### src/rtl/acc_cpu_pkg.sv
package acc_cpu_pkg;
   typedef enum logic [3:0] {
      ST_FADDR, ST_FMEM, ST_FCAP, ST_DECODE,
      ST_EADDR, ST_EMEM, ST_ECAP, ST_EXEC,
      ST_ICHK, ST_STOP
   } cyc_t;

   localparam logic [3:0] OPC_HALT  = 4'h0;
   localparam logic [3:0] OPC_LOAD  = 4'h1;
   localparam logic [3:0] OPC_STORE = 4'h2;
   localparam logic [3:0] OPC_ADD   = 4'h5;
   localparam logic [3:0] OPC_RETI  = 4'hF;

   function automatic logic uses_mem(input logic [3:0] op);
      return (op == OPC_LOAD) || (op == OPC_ADD) || (op == OPC_STORE);
   endfunction
endpackage

### src/rtl/acc_cpu_seq.sv
module acc_cpu_seq
   import acc_cpu_pkg::*;
(
   input  logic       clk,
   input  logic       rst_n,
   input  logic [3:0] opcode,
   output cyc_t       state
);
   cyc_t nxt;

   always_comb begin
      nxt = state;
      unique case (state)
         ST_FADDR:  nxt = ST_FMEM;
         ST_FMEM:   nxt = ST_FCAP;
         ST_FCAP:   nxt = ST_DECODE;
         ST_DECODE: nxt = ST_EADDR;
         ST_EADDR: begin
            if (opcode == OPC_HALT)  nxt = ST_STOP;
            else if (uses_mem(opcode)) nxt = ST_EMEM;
            else                     nxt = ST_ICHK;
         end
         ST_EMEM:   nxt = (opcode == OPC_STORE) ? ST_ICHK : ST_ECAP;
         ST_ECAP:   nxt = ST_EXEC;
         ST_EXEC:   nxt = ST_ICHK;
         ST_ICHK:   nxt = ST_FADDR;
         ST_STOP:   nxt = ST_STOP;
         default:   nxt = ST_FADDR;
      endcase
   end

   always_ff @(posedge clk) begin
      if (!rst_n) state <= ST_FADDR;
      else        state <= nxt;
   end
endmodule

### src/rtl/acc_cpu_irq.sv
module acc_cpu_irq
   import acc_cpu_pkg::*;
#(
   parameter int DATA_W    = 16,
   parameter int ADDR_W    = 12,
   parameter bit EDGE_MODE = 1'b0
) (
   input  logic              clk,
   input  logic              rst_n,
   input  logic              irq,
   input  cyc_t              state,
   input  logic [3:0]        opcode,
   input  logic [ADDR_W-1:0] pc,
   input  logic [DATA_W-1:0] ac,
   output logic              take,
   output logic              ie,
   output logic [ADDR_W-1:0] saved_pc,
   output logic [DATA_W-1:0] saved_ac
);
   logic req;
   logic pending_q;

   generate
      if (EDGE_MODE) begin : g_edge
         logic irq_q;
         always_ff @(posedge clk) begin
            if (!rst_n) irq_q <= 1'b0;
            else        irq_q <= irq;
         end
         assign req = irq & ~irq_q;
      end else begin : g_level
         assign req = irq;
      end
   endgenerate

   assign take = (state == ST_ICHK) && pending_q && ie;

   always_ff @(posedge clk) begin
      if (!rst_n) begin
         pending_q <= 1'b0;
         ie        <= 1'b1;
         saved_pc  <= '0;
         saved_ac  <= '0;
      end else begin
         pending_q <= (pending_q & ~take) | req;
         if (take) begin
            ie       <= 1'b0;
            saved_pc <= pc;
            saved_ac <= ac;
         end else if (state == ST_EADDR && opcode == OPC_RETI) begin
            ie <= 1'b1;
         end
      end
   end

   p_hold_pending_r7: assert property (@(posedge clk) disable iff (!rst_n)
      (pending_q && !ie) |=> pending_q);
   p_no_nest_r7: assert property (@(posedge clk) disable iff (!rst_n)
      (state == ST_ICHK && !ie) |=> ($stable(saved_pc) && $stable(saved_ac)));
endmodule

### src/rtl/acc_cpu_datapath.sv
module acc_cpu_datapath
   import acc_cpu_pkg::*;
#(
   parameter int                 DATA_W  = 16,
   parameter int                 OP_W    = 4,
   parameter int                 ADDR_W  = 12,
   parameter logic [ADDR_W-1:0]  HANDLER = 12'h010
) (
   input  logic              clk,
   input  logic              rst_n,
   input  cyc_t              state,
   input  logic              take,
   input  logic [ADDR_W-1:0] saved_pc,
   input  logic [DATA_W-1:0] saved_ac,
   input  logic [DATA_W-1:0] mem_rdata,
   output logic [OP_W-1:0]   opcode,
   output logic [ADDR_W-1:0] pc,
   output logic [ADDR_W-1:0] mar,
   output logic [DATA_W-1:0] mbr,
   output logic [DATA_W-1:0] ac
);
   logic [DATA_W-1:0] ir;

   assign opcode = ir[DATA_W-1 -: OP_W];

   always_ff @(posedge clk) begin
      if (!rst_n) begin
         pc  <= '0;
         ir  <= '0;
         mar <= '0;
         mbr <= '0;
         ac  <= '0;
      end else begin
         unique case (state)
            ST_FADDR:  mar <= pc;
            ST_FCAP:   mbr <= mem_rdata;
            ST_DECODE: begin
               ir <= mbr;
               pc <= pc + ADDR_W'(1);
            end
            ST_EADDR: begin
               if (uses_mem(opcode)) mar <= ir[ADDR_W-1:0];
               if (opcode == OPC_STORE) mbr <= ac;
               if (opcode == OPC_RETI) begin
                  pc <= saved_pc;
                  ac <= saved_ac;
               end
            end
            ST_ECAP:   mbr <= mem_rdata;
            ST_EXEC: begin
               if (opcode == OPC_LOAD)     ac <= mbr;
               else if (opcode == OPC_ADD) ac <= ac + mbr;
            end
            ST_ICHK:   if (take) pc <= HANDLER;
            default: ;
         endcase
      end
   end
endmodule

### src/rtl/acc_cpu.sv
module acc_cpu
   import acc_cpu_pkg::*;
#(
   parameter int  DATA_W       = 16,
   parameter int  OP_W         = 4,
   parameter int  HANDLER_LOC  = 16,
   parameter bit  IRQ_EDGE     = 1'b0
) (
   input  logic                   clk,
   input  logic                   rst_n,
   input  logic                   irq,
   input  logic [DATA_W-1:0]      mem_rdata,
   output logic [DATA_W-OP_W-1:0] mem_addr,
   output logic [DATA_W-1:0]      mem_wdata,
   output logic                   mem_we,
   output logic                   halted
);
   localparam int ADDR_W = DATA_W - OP_W;
   localparam logic [ADDR_W-1:0] HANDLER = ADDR_W'(HANDLER_LOC);

   generate
      if (OP_W != 4) begin : g_bad_op
         $error("acc_cpu: operation code field must be 4 bits");
      end
      if (DATA_W <= OP_W + 1) begin : g_bad_w
         $error("acc_cpu: word too narrow for an address field");
      end
      if (HANDLER_LOC >= (1 << ADDR_W)) begin : g_bad_h
         $error("acc_cpu: handler location outside address space");
      end
   endgenerate

   cyc_t              state;
   logic [OP_W-1:0]   opcode;
   logic [ADDR_W-1:0] pc, mar, saved_pc;
   logic [DATA_W-1:0] mbr, ac, saved_ac;
   logic              take, ie;

   acc_cpu_seq u_seq (
      .clk(clk), .rst_n(rst_n), .opcode(opcode), .state(state)
   );

   acc_cpu_datapath #(
      .DATA_W(DATA_W), .OP_W(OP_W), .ADDR_W(ADDR_W), .HANDLER(HANDLER)
   ) u_dp (
      .clk(clk), .rst_n(rst_n), .state(state), .take(take),
      .saved_pc(saved_pc), .saved_ac(saved_ac), .mem_rdata(mem_rdata),
      .opcode(opcode), .pc(pc), .mar(mar), .mbr(mbr), .ac(ac)
   );

   acc_cpu_irq #(
      .DATA_W(DATA_W), .ADDR_W(ADDR_W), .EDGE_MODE(IRQ_EDGE)
   ) u_irq (
      .clk(clk), .rst_n(rst_n), .irq(irq), .state(state), .opcode(opcode),
      .pc(pc), .ac(ac), .take(take), .ie(ie),
      .saved_pc(saved_pc), .saved_ac(saved_ac)
   );

   assign mem_addr  = mar;
   assign mem_wdata = mbr;
   assign mem_we    = (state == ST_EMEM) && (opcode == OPC_STORE);
   assign halted    = (state == ST_STOP);

   p_fetch_addr_r5: assert property (@(posedge clk) disable iff (!rst_n)
      (state == ST_FMEM) |-> (mem_addr == pc));
   p_wdata_ac_r4: assert property (@(posedge clk) disable iff (!rst_n)
      mem_we |-> (mem_wdata == ac));
   p_vector_r6: assert property (@(posedge clk) disable iff (!rst_n)
      $fell(ie) |-> (pc == HANDLER));
   p_reti_enable_r8: assert property (@(posedge clk) disable iff (!rst_n)
      (state == ST_EADDR && opcode == OPC_RETI) |=> ie);
   p_halt_hold_r9: assert property (@(posedge clk) disable iff (!rst_n)
      halted |=> (halted && !mem_we && $stable(mem_addr)));
endmodule

### config.mk
export PLATFORM = sky130hd
export DESIGN_NAME = acc_cpu
export DESIGN_NICKNAME = d
export VERILOG_FILES = /design/src/rtl/acc_cpu_pkg.sv /design/src/rtl/acc_cpu_seq.sv /design/src/rtl/acc_cpu_irq.sv /design/src/rtl/acc_cpu_datapath.sv /design/src/rtl/acc_cpu.sv
export SDC_FILE = /design/constraint.sdc
export NUM_CORES = 1
export LEC_CHECK = 0
export ABC_AREA = 1
export BUFFER_PORTS_ARGS = -buffer_cell sky130_fd_sc_hd__buf_2
export CORE_MARGIN = 4
export CORE_UTILIZATION = 25
export DETAILED_ROUTE_END_ITERATION = 10
export GPL_TIMING_DRIVEN = 0
export PLACE_DENSITY = 0.51
export RECOVER_POWER = 100
export SLEW_MARGIN = 20
export SYNTH_ARGS = -nofsm -noshare
export SYNTH_HDL_FRONTEND = slang
export SYNTH_HIERARCHICAL = 1
export SYNTH_SLANG_ARGS = --single-unit
### constraint.sdc
create_clock -name clk -period 2.6 [get_ports clk]
set_input_delay 0.52 -clock clk [delete_from_list [all_inputs] [get_ports clk]]
set_output_delay 0.52 -clock clk [all_outputs]
set_load 0.03 [all_outputs]
Word level (Yosys, flattened, before mapping). Index checks and enable logic that the tools add are counted.

Eq/ne operators: 18. Reductions and logical operators: 18. $add $sub $neg: 2. Muxes and demuxes: 17. Bitwise logic cells: 3.

Operators by type and width (count): $mux W16 (4); $pmux W16 S2 (2); $mux W12 (3); $pmux W12 S3 (1); $pmux W4 S9 (1); $pmux W12 S2 (1); $eq A4 B3 Y1 const B (5); $add A16 B16 Y16 (1); $add A12 B1 Y12 const B (1); $eq A4 B2 Y1 const B (3); $eq A4 B4 Y1 const B (3); $mux W4 (3); $eq A4 B1 Y1 const B (2); $logic_not A4 Y1 (2); $reduce_bool A2 Y1 (4); $ne A2 B1 Y1 const B (3); $reduce_and A3 Y1 (2); $logic_and A1 B1 Y1 (4); $reduce_and A2 Y1 (2); $ne A3 B1 Y1 const B (1); $reduce_bool A3 Y1 (1); $logic_or A1 B1 Y1 (2); $mux W1 (2); $ne A2 B2 Y1 const B (1); 4 further kinds (4).

Register bits: 106. Bits of input ports: 19. Output and inout port bits: 30. Logic and storage cells: 68.

Logic depth before layout (Yosys ltp). Gate-level depths: netlist of run 1.

Depth in word-level cells: 6. Gate-level depth with buffers: 12. Gate-level depth less buffers: 12.

By module. The synthesis of run 1 kept the hierarchy.

Modules (own cells, without submodules): acc_cpu_datapath (sequential area each 1441.4 sq um, area an instance 4490.6 sq um, cells an instance 700, times used 1); acc_cpu_irq (sequential area each 600.6 sq um, area an instance 1297.5 sq um, cells an instance 203, times used 1); acc_cpu_seq (sequential area each 80.1 sq um, area an instance 292.8 sq um, cells an instance 54, times used 1); acc_cpu (sequential area each 0.0 sq um, area an instance 45.0 sq um, cells an instance 12, times used 1).

Worst setup path after synthesis of run 1. OpenSTA, ideal clock, no wires.

Path kind: reg-to-reg. Start: register u_seq.state[2]. End: register u_dp.pc[0]. Arrival time: 1.747 ns. Path buffers: 3. Data required time: 2.484 ns. Slack: 0.737 ns. Period minus slack after synthesis: 1.863 ns. Cell stages (with the launch flop): 12. Library setup time: 0.116 ns. Cells stage by stage: dfxtp_1 > nor2_1 > nand3_2 > buf_6 > buf_6 > inv_1 > or2_2 > nand2_2 > inv_2 > buf_6 > nor2_1 > nor2_1.

Word-level cells in the longest chain between the ends: 5. Elaborated cells on any way between the ends: 10. Classes of those cells: eq/ne: 5; mux: 1; reduce/logical: 4.

Ends and longest elaborated chain: from (decl) (line acc_cpu_seq.sv:7) `output cyc_t state`; from (signal assigned) (line acc_cpu_seq.sv:34) `else state <= nxt;`; $eq A4 B4 Y1 (line acc_cpu_irq.sv:36) `assign take = (state == ST_ICHK) && pending_q && ie;`; $logic_and A1 B1 Y1 (2 in series) (line acc_cpu_irq.sv:36); named net take (line acc_cpu.sv:37) `logic take, ie;`; $ne A2 B1 Y1 (no line); $reduce_and A3 Y1 (no line); to (signal assigned) (line acc_cpu_datapath.sv:39) `pc <= pc + ADDR_W'(1);`; to (signal assigned) (line acc_cpu_datapath.sv:45) `pc <= saved_pc;`; to (decl) (line acc_cpu_datapath.sv:17) `output logic [ADDR_W-1:0] pc,`.

The timed path passes the listed nets, and every way through them passes these cells. A chain may end at the register's enable or synchronous reset.

Worst setup path after layout of run 1.
Start: register u_seq.state[2]. End: register u_dp.pc[4].

Same word-level chain as after synthesis.

==> impl_metrics.tcl, run 1 <==
set metrics [dict create \
    crit_required_ps 2810 \
    grt_setup_unrepaired "no" \
    grt_pass1_vias 5833 \
    cts.sinks 106 \
    num_vias 6161 \
    combPwrFrac 0.174 \
    antenna_found_initial 0 \
    netlist_top_cells_count "nand2_1 (268), inv_1 (138), nor2_1 (124)" \
    grt_usage 0.147 \
    relSlewSlack 0.533 \
    swShare 0.315 \
    max_clock_freq_mhz 436 \
    syn_to_final_growth_pct 14.5 \
    drt_iter0_drc 432 \
    synth_edf_count 0 \
    yosysSeqAreaShare 0.346 \
    fp.coreArea_mm2 0.0242 \
    tns_ps 0 \
    multi_input_area_mm2 0.00321 \
    syn_avg_cell_area_um2 6.32 \
    p_int_mw 2.70 \
    critPathLaunch "u_seq/state[2]$_SDFF_PN0_" \
    path_depth 11 \
    netlist_area_mm2 0.00613 \
    die_w_um 165 \
    hold_viol_final 0 \
    p_switching_mw 1.24 \
    htree_levels 3 \
    gp_congestion 0.836 \
    holdBufCountCts 0 \
    worst_pin_slew_ps 700 \
    critPathCapture "u_dp/pc[4]$_SDFFE_PN0P_" \
    max_stage_delay_ps 630 \
    worstSkewPairLatency_ps 350 \
    core.rowCount 57 \
    clk_path_buf_depth 2 \
    worst_r2r_startpoint "u_seq/state[2]$_SDFF_PN0_" \
    cts_root_buf "clkbuf_16" \
    initial_core_util 0.253 \
    fill_cells 2753 \
    cp_slowest_cell "dfxtp_1" \
    synth_cell_types 35 \
    viasPerCell 4.54 \
    dr.pass1.iters 5 \
    wl_um 19600 \
    place_hpwl_um 14900 \
    endpoint_kind "register" \
    finalSetupViolCount 0 \
    cts_tree "yes" \
    die_area_mm2 0.0271 \
    p_leak_nw 3.39 \
    post-route-period-util 0.882 \
    layout_setup_ws_ps 306 \
    ys_top_cells_by_area "dfxtp_1 (35%), nand2_1 (16%), inv_1 (8.5%)" \
    cp_cell_sequence "nor2_1 -> nand3_2 -> buf_6 -> buf_6 -> inv_1 -> or2_2 -> nand2_1 -> inv_2 -> buf_6 -> nand2_1 -> a21oi_1" \
    pre_cts_slack_ps 345 \
    port_buffers 48 \
    path_clk_slew_ps 70 \
    fin_cells 1357 \
    dp.cells 1341 \
    syn_nets 1005 \
    grt-ovfl-total 0 \
    drt.antenna.violating_nets 0 \
    cp.arrival_ps 2500 \
    path_delay_family "simple AND/OR/NAND/NOR gates" \
    clock_power_share 0.362 \
    p_seq_frac 0.464 \
    fin_nets 1064 \
    grt_max_degree 18 \
    worstPathMaxFanout 13 \
    drive_above_1_share 0.0707 \
    worstRegToRegCells 11 \
    min_path_type "primary input to register" \
    ys.flop_type "dfxtp_1" \
    max_cap_viol_count 0 \
    period_needed_ps 2290 \
    grt_pass1_wl_um 31200 \
    ios 49 \
    ff_latch_area_mm2 0.00212 \
    worstSetupPathType "register to register" \
    critPathBufInv 5 \
    postSynth.asyncResetShare 0 \
    synth.yosys.warnings 6 \
    outcome "finished, final reports clean" \
    post-cts-setup-buffers 0 \
    cp_common_cell "buf_6" \
    regToRegSetupSlack_ps 310 \
    yosysMostFrequentCell "nand2_1" \
    slew_violations 0 \
    skew_ps 7.54 \
    postCtsResizedCells 0 \
    drc 0 \
    cts-buffers-inserted 9 \
    peakVddDrop_mv 0.288 \
    r2r-end "u_dp/pc[4]$_SDFFE_PN0P_" \
    power_density_mw_per_mm2 561 \
    synth_top_area_frac 0.346 \
    start_kind "register" \
    synthCells 969 \
    die_h_um 165 \
    ys_ff_latch 106 \
    antennaDiodeCount 0 \
    wl_per_cell_um 14.5 \
    yosysTopAreaCell "dfxtp_1" \
]
## flip-flops by register name, summed over array words and instances (netlist names), 4 cells and up
register	flops
u_dp/ac	16
u_dp/ir	16
u_dp/mbr	16
u_irq/saved_ac	16
u_dp/mar	12
u_dp/pc	12
u_irq/saved_pc	12
u_seq/state	4
## layer usage
metal	vias to the layer above	track usage	share of wire	routed length [um]
li1	3187	-	-	-
met4	0	0.0333	0.011	225
met3	16	0.0270	0.037	718
met5	-	0	0	0
met2	112	0.240	0.46	9070
met1	2846	0.202	0.49	9620
## power by group through the flow
stage | registers [mW] | clock network (mW) | logic, mW
global placement | 1.87 | 0 | 0.696
global route | 1.84 | 1.52 | 0.768
CTS | 1.83 | 1.46 | 0.702
detailed placement | 1.87 | 0 | 0.699
floorplan | 1.91 | 0 | 0.409
finish | 1.83 | 1.42 | 0.684
## area by class of cell
class                   instances  share of cell area
flip-flops and latches        106               0.303
inverters                     144              0.0771
well taps                     324              0.0578
plain buffers                  44              0.0318
clock buffers                  11              0.0346
repair buffers                 48              0.0289
clock inverters                 5             0.00874
multi-input cells             675               0.458
## stage by stage
stage / util / hold WS, ps / total power [mW] / instance area (um2)
global placement: 0.280 / 453 / 2.56 / 6770
detailed placement: 0.280 / 454 / 2.57 / 6770
floorplan: - / 425 / 2.32 / 6130
global route: 0.290 / 429 / 4.13 / 7010
CTS: 0.293 / 433 / 3.99 / 7080
finish: 0.290 / 428 / 3.94 / 7010
## cells by family after synthesis
kind of cell	Yosys count	share of synthesized area
simple gates	468	0.317
buf+inv	188	0.126
compound gates	183	0.165
flops	106	0.346
fa+ha+maj	17	0.0359
xor+xnor	7	0.0100
## placed cells by master (no fill, tap or decap), types with 2 or more instances in the layout
master and n:
dfxtp_1 106, nor2_1 125, nand2_1 269, ha_1 16, a22oi_1 13, o211ai_1 6, a31oi_1 26, xor2_1 4
o21ai_0 58, inv_1 139, clkinv_1 2, nor3_1 9, buf_4 4, buf_2 27, clkinvlp_4 3, nand3b_1 3
clkbuf_16 9, or2_2 3, nand3_1 38, a21oi_1 72, a32oi_1 2, clkbuf_1 57, buf_6 4, nor2_4 4
inv_2 3, o21ai_1 4, xnor2_1 3, nor2_2 8, nand4_1 5
## worst min path at each step
stage	start	end	cells past startpoint
floorplan	u_dp/ir[10]$_SDFFE_PN0P_	u_dp/ir[10]$_SDFFE_PN0P_	2
detailed placement	u_dp/mar[7]$_SDFFE_PN0P_	u_dp/mar[7]$_SDFFE_PN0P_	2
global route	irq	u_irq/pending_q$_SDFF_PN0_	3
finish	irq	u_irq/pending_q$_SDFF_PN0_	3
global placement	u_dp/mar[9]$_SDFFE_PN0P_	u_dp/mar[9]$_SDFFE_PN0P_	2
CTS	irq	u_irq/pending_q$_SDFF_PN0_	3
## worst reg2reg max path: stages, from the launching register on
cell     delay, ps
dfxtp_1        630
nor2_1         120
nand3_2        150
buf_6          170
buf_6          190
inv_1           50
or2_2          280
nand2_1        220
inv_2           70
buf_6          150
nand2_1         60
a21oi_1         50
Note: power is estimated with default switching activity, not from simulation.
==> run 2: changes to the inputs <==
Settings changed: MAX_ROUTING_LAYER from default to met4, PLACE_DENSITY 0.51 to default.
==> impl_metrics.tcl, run 2 (synthesized netlist as in run 1, its figures left out) <==
set metrics [dict create \
    p_int_mw 2.68 \
    path_clk_slew_ps 70 \
    fin_nets 1064 \
    clock_power_share 0.364 \
    antenna_found_initial 0 \
    max_cap_viol_count 0 \
    min_path_type "primary input to register" \
    port_buffers 48 \
    syn_to_final_growth_pct 14.6 \
    fill_cells 2701 \
    grt_setup_unrepaired "no" \
    outcome "finished, final reports clean" \
    crit_required_ps 2810 \
    holdBufCountCts 0 \
    worst_r2r_startpoint "u_seq/state[2]$_SDFF_PN0_" \
    num_vias 6145 \
    die_h_um 165 \
    antennaDiodeCount 0 \
    whs_path_depth 3 \
    viasPerCell 4.53 \
    drt.antenna.violating_nets 0 \
    cp_cell_sequence "nor2_1 -> nand3_1 -> buf_6 -> buf_6 -> inv_1 -> or2_2 -> nand2_2 -> inv_2 -> buf_6 -> nand2_1 -> a21oi_1" \
    worst_pin_slew_ps 729 \
    cp.arrival_ps 2530 \
    hold_start "irq" \
    relSlewSlack 0.514 \
    clk_path_buf_depth 2 \
    max_stage_delay_ps 650 \
    regToRegSetupSlack_ps 280 \
    postCtsResizedCells 0 \
    grt_pass1_wl_um 30800 \
    period_needed_ps 2320 \
    place_hpwl_um 14500 \
    slew_violations 0 \
    drive_above_1_share 0.0736 \
    place_area_mm2 0.00677 \
    gp_congestion 0.900 \
    critPathBufInv 5 \
    die_w_um 165 \
    peakVddDrop_mv 0.305 \
    post-route-cell-area_mm2 0.00702 \
    cp_slowest_cell "dfxtp_1" \
    endpoint_kind "register" \
    fin_cells 1357 \
    max_clock_freq_mhz 430 \
    tns_ps 0 \
    wl_um 19400 \
    worstSkewPairLatency_ps 360 \
    ios 49 \
    worstRegToRegCells 11 \
    dr.pass1.iters 7 \
    grt_max_degree 20 \
    drt_iter0_drc 457 \
    initial_core_util 0.253 \
    skew_ps 10.0 \
    combPwrFrac 0.174 \
    post-route-period-util 0.894 \
    holdPathEnd "u_irq/pending_q$_SDFF_PN0_" \
    grt_usage 0.149 \
    power_density_mw_per_mm2 563 \
    p_leak_nw 3.41 \
    p_switching_mw 1.27 \
    holdWs_ps 419 \
    cts-buffers-inserted 9 \
    layout_commonest_cell "nand2_1" \
    finalSetupViolCount 0 \
    r2r-end "u_dp/pc[4]$_SDFFE_PN0P_" \
    cts.sinks 106 \
    cp_common_cell "buf_6" \
    dp.cells 1341 \
    post-cts-setup-buffers 0 \
    drc 0 \
    swShare 0.321 \
    grt-ovfl-total 0 \
    final_cell_mix "nand2_1 (268), inv_1 (139), nor2_1 (125), dfxtp_1 (106), a21oi_1 (72)" \
    grt_pass1_vias 5702 \
    path_delay_family "simple AND/OR/NAND/NOR gates" \
    post-route-util 0.290 \
    cts_tree "yes" \
    worstSetupPathType "register to register" \
    wl_per_cell_um 14.3 \
    fp.coreArea_mm2 0.0242 \
    start_kind "register" \
    hold_viol_final 0 \
    worstPathMaxFanout 13 \
    core.rowCount 57 \
    p_seq_frac 0.463 \
    die_area_mm2 0.0271 \
    htree_levels 3 \
    cts_root_buf "clkbuf_16" \
]
==> run 2: final cells by class <==
type                       count  area, um2  area share
inverter                     144        541      0.0770
multi-input combinational    675       3220       0.458
sequential                   106       2120       0.302
tap                          324        405      0.0577
buffer                        44        223      0.0317
clock inverter                 7       86.3      0.0123
clock buffer                   9        225      0.0321
timing repair buffer          48        203      0.0289
==> run 2: worst min-delay path, stage by stage <==
cell,delay (ps)
buf_2,90
inv_1,60
a21oi_1,60
==> run 2: power groups by stage <==
| stage | Clock (mW) | Combinational (mW) | Sequential [mW] |
|---|---|---|---|
| after floorplan | 0 | 0.409 | 1.91 |
| after global placement | 0 | 0.690 | 1.87 |
| after detailed placement | 0 | 0.697 | 1.87 |
| after CTS | 1.47 | 0.700 | 1.83 |
| after global routing | 1.53 | 0.765 | 1.84 |
| final | 1.44 | 0.687 | 1.83 |
==> run 2: through the flow <==
stage | setup slack (ps) | total power, mW
floorplan | 737 | 2.32
global placement | 377 | 2.56
detailed placement | 384 | 2.56
CTS | 364 | 4.00
global route | 138 | 4.14
finish | 276 | 3.95
==> run 2: worst max path at each step <==
stage / from / to / slack (ps) / cells after the start
after floorplan: u_seq/state[2]$_SDFF_PN0_ / u_dp/pc[0]$_SDFFE_PN0P_ / 740 / 11
after global placement: u_seq/state[2]$_SDFF_PN0_ / u_dp/pc[4]$_SDFFE_PN0P_ / 380 / 11
after detailed placement: u_seq/state[2]$_SDFF_PN0_ / u_dp/pc[9]$_SDFFE_PN0P_ / 380 / 11
after CTS: u_seq/state[2]$_SDFF_PN0_ / u_dp/pc[4]$_SDFFE_PN0P_ / 360 / 11
after global routing: u_seq/state[2]$_SDFF_PN0_ / u_dp/mbr[10]$_SDFFE_PN0P_ / 140 / 8
final: u_seq/state[2]$_SDFF_PN0_ / u_dp/pc[4]$_SDFFE_PN0P_ / 280 / 11
==> run 2: per-layer routing <==
metal	track usage	share of wire
met1	0.197	0.48
met2	0.242	0.47
met3	0.0202	0.043
met4	0.0352	0.011
met5	-	0
==> run 3: changes to the inputs <==
Settings changed: CORE_UTILIZATION 25 to 28.
==> impl_metrics.tcl, run 3 (synthesized netlist as in run 1, its figures left out) <==
set metrics [dict create \
    drt.antenna.violating_nets 0 \
    outcome "finished, final reports clean" \
    path_clk_slew_ps 70 \
    drive_above_1_share 0.0736 \
    peakVddDrop_mv 0.309 \
    max_stage_delay_ps 610 \
    cts.sinks 106 \
    ff_latch_area_mm2 0.00212 \
    start_kind "register" \
    layout_commonest_cell "nand2_1" \
    clk_path_buf_depth 2 \
    endpoint_kind "register" \
    fp.coreArea_mm2 0.0213 \
    holdBufCountCts 0 \
    post-route-period-util 0.883 \
    place_area_mm2 0.00671 \
    core.rowCount 53 \
    multi_input_area_mm2 0.00320 \
    min_path_type "primary input to register" \
    final_cell_mix "nand2_1 (269), inv_1 (139), nor2_1 (124), dfxtp_1 (106), a21oi_1 (72)" \
    grt_pass1_vias 5995 \
    wl_um 18700 \
    finalSetupViolCount 0 \
    power_density_mw_per_mm2 567 \
    wl_per_cell_um 14.3 \
    port_buffers 48 \
    post-cts-setup-buffers 0 \
    die_w_um 156 \
    syn_to_final_growth_pct 13.4 \
    place_hpwl_um 14200 \
    cts_tree "yes" \
    die_area_mm2 0.0243 \
    die_h_um 156 \
    drt_iter0_drc 462 \
    relSlewSlack 0.565 \
    cts_root_buf "clkbuf_16" \
    grt_setup_unrepaired "no" \
    hold_viol_final 0 \
    p_leak_nw 3.42 \
    power.total_mw 3.94 \
    dr.pass1.iters 6 \
    antenna_found_initial 0 \
    skew_ps 9.64 \
    grt_pass1_wl_um 30700 \
    slew_violations 0 \
    viasPerCell 4.77 \
    antennaDiodeCount 0 \
    max_clock_freq_mhz 435 \
    crit_required_ps 2800 \
    layout_setup_ws_ps 304 \
    cp_slowest_cell "dfxtp_1" \
    ios 49 \
    worst_pin_slew_ps 653 \
    post-route-cell-area_mm2 0.00695 \
    gp_congestion 0.878 \
    worstPathMaxFanout 13 \
    cp.arrival_ps 2500 \
    drc 0 \
    grt_usage 0.160 \
    worstSkewPairLatency_ps 350 \
    grt-ovfl-total 0 \
    max_cap_viol_count 0 \
    cts-buffers-inserted 9 \
    worstSetupPathType "register to register" \
    grt_max_degree 18 \
    period_needed_ps 2300 \
    tns_ps 0 \
    htree_levels 3 \
    initial_core_util 0.288 \
    cp_cell_sequence "nand3_1 -> nor2_4 -> inv_1 -> nand2_1 -> inv_1 -> buf_2 -> nand2_1 -> a21oi_1" \
    fin_nets 1064 \
    fill_cells 2400 \
    postCtsResizedCells 0 \
    pre_cts_slack_ps 376 \
    num_vias 6233 \
]
[run 3: power breakdown]
| part | switching [mW] | internal [mW] | leakage [nW] |
|---|---|---|---|
| sequential | 0.118 | 1.71 | 0.859 |
| combinational | 0.469 | 0.205 | 2.40 |
| clock | 0.630 | 0.807 | 0.158 |
[run 3: worst paths after layout]
path / from / to / slack, ps / cells after the start
worst max register to register: u_seq/state[2]$_SDFF_PN0_ / u_dp/mbr[10]$_SDFFE_PN0P_ / 300 / 8
worst min register to register: u_dp/mar[10]$_SDFFE_PN0P_ / u_dp/mar[10]$_SDFFE_PN0P_ / 460 / 2
worst max-delay path: u_seq/state[2]$_SDFF_PN0_ / u_dp/mbr[10]$_SDFFE_PN0P_ / 300 / 8
worst min-delay path: irq / u_irq/pending_q$_SDFF_PN0_ / 420 / 3
[run 3: layer usage]
metal  global-route usage  share of wire  routed length, um  vias to the layer above
met1                0.225           0.49               9210                     2852
met4               0.0321          0.011                210                        0
met2                0.246           0.44               8270                      165
li1                     -              -                  -                     3201
met3               0.0233          0.053                998                       15
met5                    -              0                  0                        -
[run 3: metrics by stage]
step           std cells  hold slack [ps]  utilization
3_5_place_dp        1292              454        0.315
6_report            1308              424        0.326
5_1_grt             1308              437        0.326
4_1_cts             1308              428        0.330
3_3_place_gp        1292              450        0.315
2_1_floorplan        969              425            -
[run 3: layout make-up]
class / instances / area share
Multi-Input combinational cell: 675 / 0.461
Buffer: 44 / 0.0324
Inverter: 144 / 0.0778
Sequential cell: 106 / 0.305
Clock buffer: 11 / 0.0364
Timing Repair Buffer: 48 / 0.0292
Tap cell: 275 / 0.0495
Clock inverter: 5 / 0.00865
[run 3: critical path, delay by kind of cell (launching register included)]
kind            cells  cell delay, ps
compound gates      1              70
buf+inv             3             510
flops               1             610
simple gates        4             960
